File: src/rtl/cfq_pkg.sv
package cfq_pkg;

  typedef enum logic [1:0] {
    OCP_IDLE  = 2'd0,
    OCP_ARMED = 2'd1,
    OCP_WARN  = 2'd2
  } ocp_state_e;

  // True while the post-turn-off timer lies inside the sampling slot.
  function automatic logic in_window(input int unsigned t,
                                     input int unsigned dly,
                                     input int unsigned win);
    return (t >= dly) && (t < dly + win);
  endfunction

  // True when one more hit brings the running count to the limit.
  function automatic logic limit_reached(input int unsigned cnt,
                                         input int unsigned lim);
    return (cnt + 1) >= lim;
  endfunction

endpackage

File: src/rtl/strobe_timer.sv
module strobe_timer #(
  parameter int unsigned DLY_CLK = 275,
  parameter int unsigned WIN_CLK = 62
) (
  input  logic clk,
  input  logic rst_n,
  input  logic sw_off,
  output logic win_open
);
  localparam int unsigned SPAN = DLY_CLK + WIN_CLK;
  localparam int unsigned TW   = $clog2(SPAN + 1);

  logic [TW-1:0] timer_q;
  logic          running_q;

  always_ff @(posedge clk or negedge rst_n) begin
    if (!rst_n) begin
      timer_q   <= '0;
      running_q <= 1'b0;
    end else if (sw_off) begin
      timer_q   <= '0;
      running_q <= 1'b1;
    end else if (running_q) begin
      if (32'(timer_q) == SPAN - 1) running_q <= 1'b0;
      timer_q <= timer_q + 1'b1;
    end
  end

  assign win_open = running_q && cfq_pkg::in_window(32'(timer_q), DLY_CLK, WIN_CLK);
endmodule

File: src/rtl/ovp_qual.sv
module ovp_qual #(
  parameter int unsigned HITS = 4,
  localparam int unsigned CW  = $clog2(HITS + 1)
) (
  input  logic          clk,
  input  logic          rst_n,
  input  logic          clr,
  input  logic          cyc_start,
  input  logic          win_open,
  input  logic          ovp_cmp,
  output logic          hit_seen,
  output logic [CW-1:0] hit_cnt,
  output logic          fault
);
  logic hit;

  // First above-threshold sample of this cycle, taken only inside the window.
  assign hit = win_open && ovp_cmp && !hit_seen && !fault && !cyc_start;

  always_ff @(posedge clk or negedge rst_n) begin
    if (!rst_n) begin
      hit_cnt  <= '0;
      hit_seen <= 1'b0;
      fault    <= 1'b0;
    end else if (clr) begin
      hit_cnt  <= '0;
      hit_seen <= 1'b0;
      fault    <= 1'b0;
    end else if (!fault) begin
      if (cyc_start) begin
        if (!hit_seen) hit_cnt <= '0;
        hit_seen <= 1'b0;
      end else if (hit) begin
        hit_seen <= 1'b1;
        hit_cnt  <= hit_cnt + 1'b1;
        if (cfq_pkg::limit_reached(32'(hit_cnt), HITS)) fault <= 1'b1;
      end
    end
  end
endmodule

File: src/rtl/ocp_qual.sv
module ocp_qual (
  input  logic clk,
  input  logic rst_n,
  input  logic clr,
  input  logic cyc_start,
  input  logic ocp_cmp,
  output logic warn,
  output logic fault
);
  import cfq_pkg::*;

  ocp_state_e state_q, state_d;
  logic       fault_d;

  always_comb begin
    state_d = state_q;
    fault_d = fault;
    if (!fault) begin
      unique case (state_q)
        OCP_IDLE:  if (ocp_cmp) state_d = OCP_ARMED;
        OCP_ARMED: if (cyc_start) begin
                     if (ocp_cmp) fault_d = 1'b1;
                     else         state_d = OCP_WARN;
                   end
        OCP_WARN:  if (cyc_start) state_d = ocp_cmp ? OCP_ARMED : OCP_IDLE;
                   else if (ocp_cmp) fault_d = 1'b1;
        default:   state_d = OCP_IDLE;
      endcase
    end
  end

  always_ff @(posedge clk or negedge rst_n) begin
    if (!rst_n) begin
      state_q <= OCP_IDLE;
      fault   <= 1'b0;
    end else if (clr) begin
      state_q <= OCP_IDLE;
      fault   <= 1'b0;
    end else begin
      state_q <= state_d;
      fault   <= fault_d;
    end
  end

  assign warn = (state_q == OCP_WARN);
endmodule

File: src/rtl/cycle_fault_qual.sv
module cycle_fault_qual #(
  parameter int unsigned DLY_CLK  = 275,
  parameter int unsigned WIN_CLK  = 62,
  parameter int unsigned OVP_HITS = 4
) (
  input  logic clk,
  input  logic rst_n,
  input  logic uvlo,
  input  logic cyc_start,
  input  logic sw_off,
  input  logic ovp_cmp,
  input  logic ocp_cmp,
  output logic ovp_fault,
  output logic ocp_fault
);
  localparam int unsigned CW = $clog2(OVP_HITS + 1);

  // Internal events brought out by name for the checker.
  logic          win_open;
  logic          ovp_hit_seen;
  logic [CW-1:0] ovp_cnt;
  logic          ocp_warn;

  strobe_timer #(.DLY_CLK(DLY_CLK), .WIN_CLK(WIN_CLK)) u_strobe (
    .clk(clk), .rst_n(rst_n), .sw_off(sw_off), .win_open(win_open)
  );

  ovp_qual #(.HITS(OVP_HITS)) u_ovp (
    .clk(clk), .rst_n(rst_n), .clr(uvlo), .cyc_start(cyc_start),
    .win_open(win_open), .ovp_cmp(ovp_cmp), .hit_seen(ovp_hit_seen),
    .hit_cnt(ovp_cnt), .fault(ovp_fault)
  );

  ocp_qual u_ocp (
    .clk(clk), .rst_n(rst_n), .clr(uvlo), .cyc_start(cyc_start),
    .ocp_cmp(ocp_cmp), .warn(ocp_warn), .fault(ocp_fault)
  );
endmodule

File: config.mk
export PLATFORM = sky130hd
export DESIGN_NAME = cycle_fault_qual
export DESIGN_NICKNAME = d
export VERILOG_FILES = /design/src/rtl/cfq_pkg.sv /design/src/rtl/strobe_timer.sv /design/src/rtl/ovp_qual.sv /design/src/rtl/ocp_qual.sv /design/src/rtl/cycle_fault_qual.sv
export SDC_FILE = /design/constraint.sdc
export NUM_CORES = 1
export LEC_CHECK = 0
export BUFFER_PORTS_ARGS = -buffer_cell sky130_fd_sc_hd__buf_4
export CORE_AREA = 8 8 60 62
export DETAILED_ROUTE_END_ITERATION = 8
export DIE_AREA = 0 0 68 70
export GPL_TIMING_DRIVEN = 1
export SYNTH_ARGS = -nofsm -noshare
export SYNTH_HDL_FRONTEND = slang
export SYNTH_SLANG_ARGS = --single-unit
File: constraint.sdc
create_clock -name clk -period 2.2 [get_ports clk]
set_input_delay 0.22 -clock clk [delete_from_list [all_inputs] [get_ports clk]]
set_output_delay 0.22 -clock clk [all_outputs]
set_load 0.05 [all_outputs]
## After elaboration in Yosys (flattened, before gate mapping)

Cells that the tools add are included.

- Logic and storage cells: 71
- Register bits after elaboration: 18
- Input port bits: 7
- Output and inout port bits: 2

- Mux-type cells: 33
- Magnitude comparators: 3
- Equality and inequality tests: 10
- Reduce and logical (&&, ||, !) cells: 15
- Add/subtract/negate cells: 3

Operators with widths:

| cell | number |
|---|---|
| greater-or-equal comparator 32 x 3 -> 1 bit (second input constant) | 1 |
| two-way mux 1 bit | 18 |
| two-way mux 9 bit | 2 |
| two-way mux 3 bit | 5 |
| != test 3 bit (second input constant) | 5 |
| two-way mux 2 bit | 6 |
| adder 9 x 1 -> 9 bit (second input constant) | 1 |
| == test 9 bit (second input constant) | 1 |
| greater-or-equal comparator 9 bit (second input constant) | 1 |
| < comparator 9 bit (second input constant) | 1 |
| logical AND 1 bit | 6 |
| case mux 2 bit (3 select lines) | 1 |
| AND reduction 5 bit | 1 |
| adder 3 x 1 -> 4 bit (second input constant) | 1 |
| != test 2 bit (second input constant) | 2 |
| adder 3 x 1 -> 3 bit (second input constant) | 1 |
| zero test 1 bit | 3 |
| AND reduction 3 bit | 1 |
| nonzero test 3 bit | 1 |
| == test 2 x 1 -> 1 bit (second input constant) | 1 |
| == test 2 bit (second input constant) | 1 |
| zero test 2 bit | 1 |
| case mux 1 bit (2 select lines) | 1 |
| AND reduction 2 bit | 1 |
| nonzero test 2 bit | 1 |

## Depth between registers and ports, before layout

Gate-level depths: netlist of run 1.

- Depth in word-level cells: 11
- Depth in mapped cells: 6
- Gate-level depth less buffers: 6

## Cells and area by module

Synthesis of run 1 repeated with hierarchy kept, for this count alone.

- Cells, all modules: 111
- Area, all modules: 1093.5 µm²

By module, submodules not included:

| module | instances | cells an instance | area each (µm²) |
|---|---|---|---|
| strobe_timer | 1 | 59 | 561.8 |
| ovp_qual | 1 | 29 | 286.5 |
| ocp_qual | 1 | 23 | 245.2 |

## Worst setup path before layout of run 1

OpenSTA, ideal clock, no wires.

- Path type: reg-to-reg
- From: reg u_ovp.fault
- To: reg u_ovp.hit_cnt[0]
- Buffers on the path: 0
- Path slack: 0.461 ns
- Arrival: 1.613 ns
- Required time: 2.074 ns
- Cell stages (with the launch flop): 5
- Cells stage by stage: dfrtp_1 > nor3_1 > nand3_1 > or3_4 > a221o_1

- Word-level cells in the longest chain between the ends: 5
- Elaborated cells between the ends (all ways): 6

RTL lines:

| item | line | text |
|---|---|---|
| from (decl) | ovp_qual.sv:13 | `output logic fault` |
| from (signal assigned) | ovp_qual.sv:24 | `fault <= 1'b0;` |
| from (signal assigned) | ovp_qual.sv:28 | `fault <= 1'b0;` |
| from (signal assigned) | ovp_qual.sv:36 | `if (cfq_pkg::limit_reached(32'(hit_cnt), HITS)) fault <= 1'b1;` |
| zero test 1 bit | ovp_qual.sv:18 | `assign hit = win_open && ovp_cmp && !hit_seen && !fault && !cyc_start;` |
| logical AND 1 bit (2 in series) | ovp_qual.sv:18 |  |
| nonzero test 3 bit (no source line) | - |  |
| AND reduction 3 bit (no source line) (*) | - |  |
| to (signal assigned) | ovp_qual.sv:35 | `hit_cnt <= hit_cnt + 1'b1;` |
| to (decl) | ovp_qual.sv:12 | `output logic [CW-1:0] hit_cnt,` |

Mark *: on every way between the ends. The rest lies on a longest branch, timed or not.
A chain may end at the register's enable or synchronous reset.

## Final worst setup path of run 1

- From: reg u_strobe.timer_q[0]
- To: reg u_ovp.hit_cnt[0]

- Word-level cells in the longest chain between the ends: 9
- Elaborated cells between the ends (all ways): 10

RTL lines:

| item | line | text |
|---|---|---|
| from (decl) | strobe_timer.sv:13 | `logic [TW-1:0] timer_q;` |
| from (signal assigned) | strobe_timer.sv:25 | `timer_q <= timer_q + 1'b1;` |
| greater-or-equal comparator 9 bit or < comparator 9 bit (tied branches) | cfq_pkg.sv:13 | `return (t >= dly) && (t < dly + win);` |
| logical AND 1 bit (*) | cfq_pkg.sv:13 |  |
| logical AND 1 bit (*) | strobe_timer.sv:29 | `assign win_open = running_q && cfq_pkg::in_window(32'(timer_q), DLY_CLK, WIN_CLK);` |
| logical AND 1 bit (*) (4 in series) | ovp_qual.sv:18 |  |
| nonzero test 3 bit (no source line) (*) | - |  |
| AND reduction 3 bit (no source line) (*) | - |  |

Marked as above.

==> results of run 1 <==
-- metrics by stage --
step	hold slack, ns	total power [mW]	setup slack (ns)	util (%)
finish	0.151	0.804	0.270	47.2
global route	0.139	0.868	0.189	47.2
CTS	0.136	0.820	0.264	47.2
detailed placement	0.104	0.605	0.309	45.4
global placement	0.105	0.595	0.386	45.4
floorplan	-0.0756	0.557	0.461	-
-- layer usage --
layer / vias up / part of all wire, % / GRT usage (%) / wire (um)
li1: 444 / - / - / -
met1: 428 / 46 / 11.5 / 1030
met2: 10 / 50 / 18.8 / 1130
met3: 2 / 3.4 / 3.51 / 77
met4: 0 / 0.62 / 2.73 / 14
met5: - / 0 / 0 / 0
-- flip-flops by register name (all words and copies together) (netlist names) --
register	count
u_ovp.hit_cnt	3
u_ovp.fault	1
u_ovp.hit_seen	1
u_ocp.fault	1
u_ocp.state_q	2
u_strobe.timer_q	9
u_strobe.running_q	1
-- kinds of logic (layout without fill, tap and decap cells) --
logic type / count (synthesis) / after routing / share of synthesized area (%)
and+or+nand+nor: 54 / 54 / 23.8
DFF: 18 / 18 / 38.5
muxes: 4 / 4 / 3.53
xor gates and xnor gates: 7 / 7 / 5.25
AOI/OAI and AO/OA: 18 / 18 / 13.2
buffers and inverters: 14 / 20 / 7.17
adders and majority gates: 8 / 8 / 8.57
-- placed cells by master (no fill, tap or decap), types with 2 or more instances in the layout --
| master | Yosys | routed |
|---|---|---|
| buf_4 | 2 | 8 |
| nand4_1 | 4 | 4 |
| nor4_1 | 2 | 2 |
| nor3_1 | 4 | 4 |
| clkbuf_4 | 0 | 3 |
| xor2_1 | 3 | 3 |
| nor2_1 | 18 | 18 |
| ha_1 | 8 | 8 |
| or3_1 | 4 | 4 |
| dfrtp_1 | 18 | 18 |
| inv_1 | 7 | 7 |
| mux2i_1 | 3 | 3 |
| xnor2_1 | 4 | 4 |
| a21oi_1 | 4 | 4 |
| nand3_1 | 5 | 5 |
| nand2_1 | 9 | 9 |
-- area by class of cell --
| class | instances | area [sq um] |
|---|---|---|
| Fill cell | 257 | 1410 |
| Multi-Input combinational cell | 91 | 634 |
| Sequential cell | 18 | 450 |
| Timing Repair Buffer | 9 | 70.1 |
| Tap cell | 31 | 38.8 |
| Clock buffer | 4 | 36.3 |
| Inverter | 7 | 26.3 |
-- final timing paths --
path / cells after the start / slack, ns / endpoint
max: 5 / 0.27 / u_ovp.hit_cnt[0]$_DFFE_PN0P_
min in group asynchronous: 2 / 0.33 / u_ocp.state_q[1]$_DFFE_PN0P_
max in group asynchronous: 2 / 1.68 / u_strobe.timer_q[2]$_DFFE_PN0P_
max reg2reg: 5 / 0.27 / u_ovp.hit_cnt[0]$_DFFE_PN0P_
min reg2reg: 2 / 0.56 / u_ovp.hit_seen$_DFFE_PN0P_
min: 2 / 0.15 / u_ovp.hit_seen$_DFFE_PN0P_
-- power breakdown --
part	internal, mW	leakage (nW)	switching (mW)
Sequential	0.351	0.242	0.0295
Clock	0.101	0.0210	0.104
Combinational	0.105	0.284	0.114
Total	0.557	0.548	0.247
==> results.md, run 1 <==
* CORE AREA at 2660 sq um
* Maxcap violations at 0
* Final Setup Violations at 0
* WP buf/inv at 0
* Post-Synthesis Mean Instance Area at 9.50 sq um
* Ant. Diodes at 0
* Die Area at 4760 sq um
* Total Wirelength at 2250 um
* Detailed-route DRC error count at 0
* CTS tree: built
* Final slew viol count at 0
* Clk_lat worst skew at 0.29 ns
* Vias/cell at 5.53
* H-tree depth at 1
* Syn_nets at 138
* RSZ-0062 raised after global routing: false
* Horiz. Die Dim at 68 um
* Worst EP arrival at 2.12 ns
* Final Non-Filler Cells at 160
* Routed vias at 884
* Die H at 70 um
* Pleak at 0.548 nW
* Design area at 1260 sq um
* CP Capture Type: flip-flop
* Final Hold Vio Count at 0
* Number of port buffers at 8
* Slew headroom at 70.7%
* Vias in the first global route at 980
* Synth async-reset ratio at 100%
* Yosys Warn Count at 0
* WL/cell at 14.1 um
* Routability congestion estimate at 0.837
* RR Startpoint: u_strobe.timer_q[0]$_DFFE_PN0P_
* Setup_tns at 0 ns
* Setup CP Type: reg -> reg
* CTS resizes at 0
* Largest fanout on the critical path at 7
* Sequential fraction of the synthesis area at 38.5%
* Slowest CP cell: dfrtp_1
* CTS clk-pin slew, worst paths at 0.10 ns
* CTS Sinks at 18
* Drt initial violations at 59
* Min cycle time layout at 1.93 ns
* Top cells by area, synth: dfrtp_1 39%, ha_1 8.6%, nor2_1 5.8%
* Critical Path, Cell by Cell: ha_1 > a2111o_1 > a211oi_2 > or3_4 > a221o_1
* EDFF count, synth at 0
* CTS max path bufs at 2
* Maximum vdd drop at 421 uV
* Post-DRT Antenna Nets at 0
* HP Class: in -> reg
* Wire length of the first global-routing pass at 4080 um
* Synth top area share at 38.5%
* CP max stage delay at 0.49 ns
* Clk_skew at 0.00185 ns
* NumNets Final at 145
* Gate Count Post-Synth at 123
* Post-Syn Area at 1170 sq um
* Critical Path Source: u_strobe.timer_q[0]$_DFFE_PN0P_
* Fin crit share at 87.7%
* # IOs at 9
* Outcome: finished clean
* Hold-fix buffers, CTS at 1
* Ys flop type: dfrtp_1
* Layout Area Growth over Synthesis at 7.49%
* Slew @ Worst Pin at 0.439 ns
* Synth Register Bits at 18
* CTS buffer count at 3
* Netlist cell types at 41
* Grt total ovfl at 0
* Cell count after placement at 155
* DP Area at 1210 sq um
* Commonest cells post-synth: 18 x dfrtp_1, 18 x nor2_1, 9 x nand2_1
* Dpl hpwl at 1700 um
* Max Fclk at 0.518 GHz
* Largest net degree at the start of global routing at 19
* Crit start category: flip-flop
* Starting Density at 43.9%
* Delay-heaviest family, CP: compound AO/OA/AOI/OAI gates
* Number of post-CTS setup repair buffers at 0
* Root Buffer: clkbuf_4
* Hold_sp: uvlo
* Synth area leader: dfrtp_1
* Pre-antenna DRT Iters at 4
* Worst endpoint required time at 2.39 ns
* Tot GR Track Use at 10.6%
* Antenna violations before repair at 0
* Power Density at 640 nW/um^2
* Layout cell share with drive strength beyond 1 at 16.3%
* Row count at 19
Power figures use the tool's default switching activity.
==> run 2: changes to the inputs <==
--- a/config.mk
+++ b/config.mk
@@ -5,10 +5,11 @@
 export SDC_FILE = /design/constraint.sdc
 export NUM_CORES = 1
 export LEC_CHECK = 0
+export ABC_AREA = 1
 export BUFFER_PORTS_ARGS = -buffer_cell sky130_fd_sc_hd__buf_4
-export CORE_AREA = 8 8 60 62
+export CORE_AREA = 8 8 59 61
 export DETAILED_ROUTE_END_ITERATION = 8
-export DIE_AREA = 0 0 68 70
+export DIE_AREA = 0 0 67 69
 export GPL_TIMING_DRIVEN = 1
 export SYNTH_ARGS = -nofsm -noshare
 export SYNTH_HDL_FRONTEND = slang
==> run 2 against run 1 <==
  * Cell count is 16% higher
  * Register-to-register slack gained 0.50 ns
  * Sequential power increased by 1%
  * Clock skew up 0.0062 ns
  * Design area fell by 0.80%
  * Global-route usage is 0.77 points higher
  * Die area down 2.9%
  * Non-clock buffer count stayed put
==> results.md, run 2 <==
* Outcome: finished clean (unchanged)
* Synth top area share at 40.7% (was 38.5%)
* Worst endpoint required time at 2.40 ns (was 2.39 ns)
* Drt initial violations at 40 (was 59)
* CP Capture Type: flip-flop (unchanged)
* Most common cell in the synthesized netlist: nand2_1
* Final slew viol count at 0 (unchanged)
* Setup CP Type: reg -> reg (unchanged)
* Vias/cell at 5.21 (was 5.53)
* Total Wirelength at 2400 um (was 2250 um)
* Layer with the highest usage: met2 (unchanged)
* Storage cell area at 450 sq um (unchanged)
* Dpl hpwl at 1820 um (was 1700 um)
* Clk_skew at 0.00807 ns (was 0.00185 ns)
* Detailed-route DRC error count at 0 (unchanged)
* Vias in the first global route at 966 (was 980)
* Synth area leader: dfrtp_1 (unchanged)
* Max Fclk at 0.702 GHz (was 0.518 GHz)
* Top cells by area, synth: dfrtp_1 41%, nand2_1 11%, ha_1 9.0% (was dfrtp_1 39%, ha_1 8.6%, nor2_1 5.8%)
* Pleak at 0.624 nW (was 0.548 nW)
* Synth async-reset ratio at 100% (unchanged)
* Max reg flops at 9 (unchanged)
* Maxcap violations at 0 (unchanged)
* Pre-antenna DRT Iters at 4 (unchanged)
* Crit start category: flip-flop (unchanged)
* Layout Area Growth over Synthesis at 12.7% (was 7.49%)
* Grt total ovfl at 0 (unchanged)
* Pre-CTS WS at 0.791 ns (was 0.309 ns)
* Antenna violations before repair at 0 (unchanged)
* Syn_nets at 158 (was 138)
* Post-DRT Antenna Nets at 0 (unchanged)
* RSZ-0062 raised after global routing: false (unchanged)
* Slew @ Worst Pin at 0.435 ns (was 0.439 ns)
* Fin crit share at 64.8% (was 87.7%)
* Ant. Diodes at 0 (unchanged)
* Root Buffer: clkbuf_4 (unchanged)
* H-tree depth at 1 (unchanged)
* Routed vias at 969 (was 884)
* Number of post-CTS setup repair buffers at 0 (unchanged)
* Sequential fraction of the synthesis area at 40.7% (was 38.5%)
* Largest net degree at the start of global routing at 19 (unchanged)
* CTS max path bufs at 2 (unchanged)
* CORE AREA at 2620 sq um (was 2660 sq um)
* Routing usage on met1 at 14.1% (was 11.5%)
* Die Area at 4620 sq um (was 4760 sq um)
* Final Hold Vio Count at 0 (unchanged)
* Cell count after placement at 181 (was 155)
* Starting Density at 42.3% (was 43.9%)
* Maximum vdd drop at 493 uV (was 421 uV)
* Yosys Warn Count at 0 (unchanged)
* Slew headroom at 70.2% (was 70.7%)
* NumNets Final at 171 (was 145)
* Wire length of the first global-routing pass at 4260 um (was 4080 um)
* Worst EP arrival at 1.62 ns (was 2.12 ns)
* Gate Count Post-Synth at 143 (was 123)
* Most flops, register: u_strobe.timer_q (unchanged)
* Hold_ws at 0.100 ns (was 0.151 ns)
* Number of port buffers at 8 (unchanged)
* Post-Syn Area at 1110 sq um (was 1170 sq um)
* Multi-input logic area at 568 sq um (was 634 sq um)
* Clk_lat worst skew at 0.30 ns (was 0.29 ns)
* Most frequent cells in the layout: 32 x nand2_1, 20 x inv_1, 18 x dfrtp_1 (was 18 x nor2_1, 18 x dfrtp_1, 9 x nand2_1)
* Power Density at 668 nW/um^2 (was 640 nW/um^2)
* Horiz. Die Dim at 67 um (was 68 um)
* CTS Sinks at 18 (unchanged)
* Worst setup margin at 0.775 ns (was 0.270 ns)
* Min cycle time layout at 1.43 ns (was 1.93 ns)
* CTS buffer count at 3 (unchanged)
* FILL cells at 282 (was 257)
* Final Non-Filler Cells at 186 (was 160)
* Largest fanout on the critical path at 4 (was 7)
* Met2 usage at 18.2% (was 18.8%)
* Layout cell share with drive strength beyond 1 at 14.2% (was 16.3%)
* Post-Synthesis Mean Instance Area at 7.73 sq um (was 9.50 sq um)
* Most common cell after layout, fill and taps aside: nand2_1
* CTS tree: built (unchanged)
* Commonest cells post-synth: 32 x nand2_1, 20 x inv_1, 18 x dfrtp_1 (was 18 x dfrtp_1, 18 x nor2_1, 9 x nand2_1)
* Row count at 19 (unchanged)
* Routability congestion estimate at 0.814 (was 0.837)
* Netlist cell types at 23 (was 41)
* Final Setup Violations at 0 (unchanged)
* Setup_tns at 0 ns (unchanged)
* Die H at 69 um (was 70 um)
* Synth Register Bits at 18 (unchanged)
* Tot GR Track Use at 11.4% (was 10.6%)
* EDFF count, synth at 0 (unchanged)
* Met3 Usage GRT at 2.91% (was 3.51%)
* # IOs at 9 (unchanged)
* Biggest regs: u_strobe.timer_q x9, u_ovp.hit_cnt x3, u_ocp.state_q x2 (unchanged)
* WL/cell at 12.9 um (was 14.1 um)
* Ys flop type: dfrtp_1 (unchanged)
* CTS clk-pin slew, worst paths at 0.12 ns (was 0.10 ns)
* HP Class: in -> reg (unchanged)
==> run 2: cell types whose count changed in the layout (fill, tap and decap cells not counted), sizes merged, moves of 5 or more <==
| cell | delta |
|---|---|
| nor2 | -5 |
| inv | +15 |
| o21ai | +10 |
| nand2 | +25 |
| nand3 | +11 |
| or3 | -5 |
==> run 2: area by class of cell <==
type,count,share of cell area [%]
multi-input combinational,102,45.6
clock buffer,4,2.91
inverter,22,6.63
sequential,18,36.1
tap,31,3.11
timing repair buffer,9,5.62
==> run 2: power breakdown <==
group / internal (mW) / total (mW) / switching, mW / leakage (nW)
clock network: 0.101 / 0.216 / 0.115 / 0.0210
logic: 0.0846 / 0.231 / 0.146 / 0.364
registers: 0.360 / 0.385 / 0.0251 / 0.239
==> run 2: kinds of logic after synthesis <==
group	Yosys count	share of synthesized area, %
xor+xnor	1	0.792
compound gates	23	12.1
flops	18	40.7
simple gates	70	29.4
buf+inv	23	7.92
fa+ha+maj	8	9.05
==> run 2: timing repair <==
| item | CTS | global route |
|---|---|---|
| hold buffers | 1 | 0 |
| resized for setup | 0 | 0 |
| hold endpoints to repair | 18 | 0 |
==> run 2: through the flow <==
stage | util, % | area (sq um) | power (mW)
after floorplan | - | 1110 | 0.551
after global placement | 45.9 | 1200 | 0.609
after detailed placement | 45.9 | 1200 | 0.621
after CTS | 47.7 | 1250 | 0.841
after global routing | 47.7 | 1250 | 0.893
final | 47.7 | 1250 | 0.833
==> run 2: worst max-delay path: stages (launching register included) <==
cell       delay, ns
dfrtp_1         0.42
inv_1           0.13
ha_1            0.17
inv_1           0.06
o2111ai_1       0.28
o21ai_0         0.13
o21ai_0         0.09
inv_1           0.05
==> run 2: path summary, 6_finish.rpt <==
path                                         startpoint                               to  slack [ns]  depth (start not counted)
max                        u_ocp.state_q[1]$_DFFE_PN0P_     u_ocp.state_q[0]$_DFFE_PN0P_        0.77                          7
min                                              sw_off  u_strobe.timer_q[4]$_DFFE_PN0P_        0.10                          2
max reg2reg                u_ocp.state_q[1]$_DFFE_PN0P_     u_ocp.state_q[0]$_DFFE_PN0P_        0.77                          7
min reg2reg                u_ovp.hit_cnt[1]$_DFFE_PN0P_     u_ovp.hit_cnt[1]$_DFFE_PN0P_        0.52                          2
max in group asynchronous                         rst_n     u_ocp.state_q[1]$_DFFE_PN0P_        1.68                          2
min in group asynchronous                         rst_n  u_strobe.timer_q[5]$_DFFE_PN0P_        0.31                          2
==> run 2: layer usage <==
layer  vias to the layer above  routed length (um)
met5                         -                   0
met4                         0                  29
met3                         4                  57
met2                         8                1150
met1                       464                1160
li1                        493                   -
==> run 3: changes to the inputs <==
==> constraint.sdc (replaced) <==
create_clock -name clk -period 1.3 [get_ports clk]
set_input_delay 0.13 -clock clk [delete_from_list [all_inputs] [get_ports clk]]
set_output_delay 0.13 -clock clk [all_outputs]
set_load 0.05 [all_outputs]
==> run 3 against run 2 <==
  * The flow now finishes with violations (setup timing)
  * Combinational power rose to 2.8 times the previous value
  * Cell count rose by 3.2%
  * First-iteration DRC count is 10% higher
  * Sequential share of layout area decreased by 4.5 points
  * Global-route usage increased by 0.068 points
  * Register-to-register slack worse by 0.91 ns
  * Critical path type unchanged
  * Highest routed layer unchanged
==> results.md, run 3 (synthesized netlist as in run 2, its figures left out) <==
* WL/cell at 13.5 um (was 12.9 um)
* CP max stage delay at 0.45 ns (was 0.42 ns)
* Dpl hpwl at 1790 um (was 1820 um)
* Layout Area Growth over Synthesis at 29.8% (was 12.7%)
* Drt initial violations at 44 (was 40)
* # IOs at 9 (unchanged)
* Vias in the first global route at 1,020 (was 966)
* Largest net degree at the start of global routing at 19 (unchanged)
* Slew @ Worst Pin at 0.339 ns (was 0.435 ns)
* Antenna violations before repair at 0 (unchanged)
* Maxcap violations at 0 (unchanged)
* CTS tree: built (unchanged)
* Clk_skew at 0.00440 ns (was 0.00807 ns)
* H-tree depth at 1 (unchanged)
* Min cycle time layout at 1.43 ns (about the same)
* Setup CP Type: reg -> reg (unchanged)
* Critical Path, Cell by Cell: inv_2 > ha_1 > inv_2 > o2111ai_4 > o21ai_1 > o21ai_1 > inv_1 (was inv_1 > ha_1 > inv_1 > o2111ai_1 > o21ai_0 > o21ai_0 > inv_1)
* Pleak at 0.672 nW (was 0.624 nW)
* CTS max path bufs at 2 (unchanged)
* Starting Density at 42.3% (unchanged)
* NumNets Final at 177 (was 171)
* Ant. Diodes at 0 (unchanged)
* Final Power at 1.66 mW (was 0.833 mW)
* Grt total ovfl at 0 (unchanged)
* Die Area at 4620 sq um (unchanged)
* Clk_lat worst skew at 0.29 ns (was 0.30 ns)
* Routed vias at 1,013 (was 969)
* Wire length of the first global-routing pass at 4370 um (was 4260 um)
* Final Setup Violations at 2 (was 0)
* Met1 WL at 1210 um (was 1160 um)
* Slowest CP cell: dfrtp_1 (unchanged)
* Outcome: finished with violations (was finished clean)
* Largest fanout on the critical path at 4 (unchanged)
* Detailed-route DRC error count at 0 (unchanged)
* Design area at 1440 sq um (was 1250 sq um)
* DR WL met3 at 53 um (was 57 um)
* Horiz. Die Dim at 67 um (unchanged)
* Fin crit share at 110% (was 64.8%)
* Violated checks: setup timing
* Routability congestion estimate at 0.795 (was 0.814)
* Tot GR Track Use at 11.4% (about the same)
* DP Area at 1220 sq um (was 1200 sq um)
* Most common cell after layout, fill and taps aside: nand2_1 (unchanged)
* Max Fclk at 0.699 GHz (was 0.702 GHz)
* Slew headroom at 76.8% (was 70.2%)
* Final Hold Vio Count at 0 (unchanged)
* Row count at 19 (unchanged)
* Root Buffer: clkbuf_4 (unchanged)
* Worst EP arrival at 1.62 ns (about the same)
* Most frequent cells in the layout: 30 x nand2_1, 15 x dfrtp_1, 14 x buf_4 (was 32 x nand2_1, 20 x inv_1, 18 x dfrtp_1)
* Max reg flops at 9 (unchanged)
* CORE AREA at 2620 sq um (unchanged)
* HP Class: in -> reg (unchanged)
* Die H at 69 um (unchanged)
* CTS clk-pin slew, worst paths at 0.11 ns (was 0.12 ns)
* Met2 routed WL at 1280 um (was 1150 um)
* Pre-antenna DRT Iters at 4 (unchanged)
* Vias/cell at 5.28 (was 5.21)
* CTS buffer count at 3 (unchanged)
* CTS Sinks at 18 (unchanged)
* Power Density at 1160 nW/um^2 (was 668 nW/um^2)
* Worst endpoint required time at 1.49 ns (was 2.40 ns)
* Total Wirelength at 2590 um (was 2400 um)
* RSZ-0062 raised after global routing: true (was false)
* Layout cell share with drive strength beyond 1 at 33.5% (was 14.2%)
* Worst setup margin at -0.131 ns (was 0.775 ns)
* Max Used Layer: met4 (unchanged)
* Most flops, register: u_strobe.timer_q (unchanged)
* Post-DRT Antenna Nets at 0 (unchanged)
* Setup_tns at -0.169 ns (was 0 ns)
* Number of port buffers at 8 (unchanged)
* Biggest regs: u_strobe.timer_q x9, u_ovp.hit_cnt x3, u_ocp.state_q x2 (unchanged)
* Maximum vdd drop at 747 uV (was 493 uV)
* Final slew viol count at 0 (unchanged)
* Crit start category: flip-flop (unchanged)
* CP Capture Type: flip-flop (unchanged)
run 3: changes by cell type in the layout (fill, tap and decap cells not counted), moves of 6 or more:
cell and change:
buf_4 +6, o21ai_0 -7, inv_2 +8, o21ai_1 +6, inv_1 -8
run 3: power by group:
| group | internal, mW | switching (mW) | total, mW | leakage (nW) |
|---|---|---|---|---|
| clock network | 0.171 | 0.178 | 0.348 | 0.0210 |
| logic | 0.286 | 0.356 | 0.642 | 0.416 |
| registers | 0.611 | 0.0602 | 0.672 | 0.235 |
| total | 1.07 | 0.594 | 1.66 | 0.672 |
run 3: worst paths after layout:
check	from	end	slack (ns)	depth (start not counted)
worst max-delay path	u_ocp.state_q[0]$_DFFE_PN0P_	u_ocp.state_q[0]$_DFFE_PN0P_	-0.13	7
worst min-delay path	sw_off	u_strobe.timer_q[4]$_DFFE_PN0P_	0.03	2
worst max register to register	u_ocp.state_q[0]$_DFFE_PN0P_	u_ocp.state_q[0]$_DFFE_PN0P_	-0.13	7
worst min register to register	u_ovp.hit_cnt[1]$_DFFE_PN0P_	u_ovp.hit_cnt[1]$_DFFE_PN0P_	0.55	2
max in group asynchronous	rst_n	u_ovp.fault$_DFF_PN0_	0.85	2
min in group asynchronous	rst_n	u_strobe.timer_q[0]$_DFFE_PN0P_	0.23	2
run 3: area by class of cell:
| class | count | area (sq um) |
|---|---|---|
| flip-flops and latches | 18 | 454 |
| well taps | 31 | 38.8 |
| fillers | 234 | 1180 |
| clock buffers | 4 | 36.3 |
| inverters | 22 | 82.6 |
| repair buffers | 15 | 115 |
| multi-input cells | 102 | 708 |
run 3: worst max-delay path: cells and delay by family (launching register included):
kind            cells  cell delay [ns]
flops               1             0.45
buf+inv             3             0.23
compound gates      3             0.47
fa+ha+maj           1             0.17
run 3: timing repair:
| action | in CTS | in global routing |
|---|---|---|
| pin swaps | 3 | 13 |
| endpoints found under the setup margin | 7 | 13 |
| resized for setup | 10 | 33 |
| hold buffers | 1 | 0 |
| buffers inserted | 1 | 2 |
| hold endpoints to repair | 18 | 0 |
run 3: metrics by stage:
step	hold WS, ns	setup WS (ns)	util [%]	cells
2_1_floorplan	-0.166	0.0196	-	143
3_3_place_gp	0.0151	-0.108	46.8	184
3_5_place_dp	0.0237	-0.140	46.8	184
4_1_cts	0.0161	-0.0205	49.7	190
5_1_grt	0.0225	-0.221	54.9	192
6_report	0.0270	-0.131	54.9	192
run 3: layer usage:
| metal | global-route usage [%] | vias to the layer above |
|---|---|---|
| li1 | - | 507 |
| met4 | 4.88 | 0 |
| met1 | 14.6 | 490 |
| met3 | 2.26 | 6 |
| met2 | 18.0 | 10 |
| met5 | 0 | - |
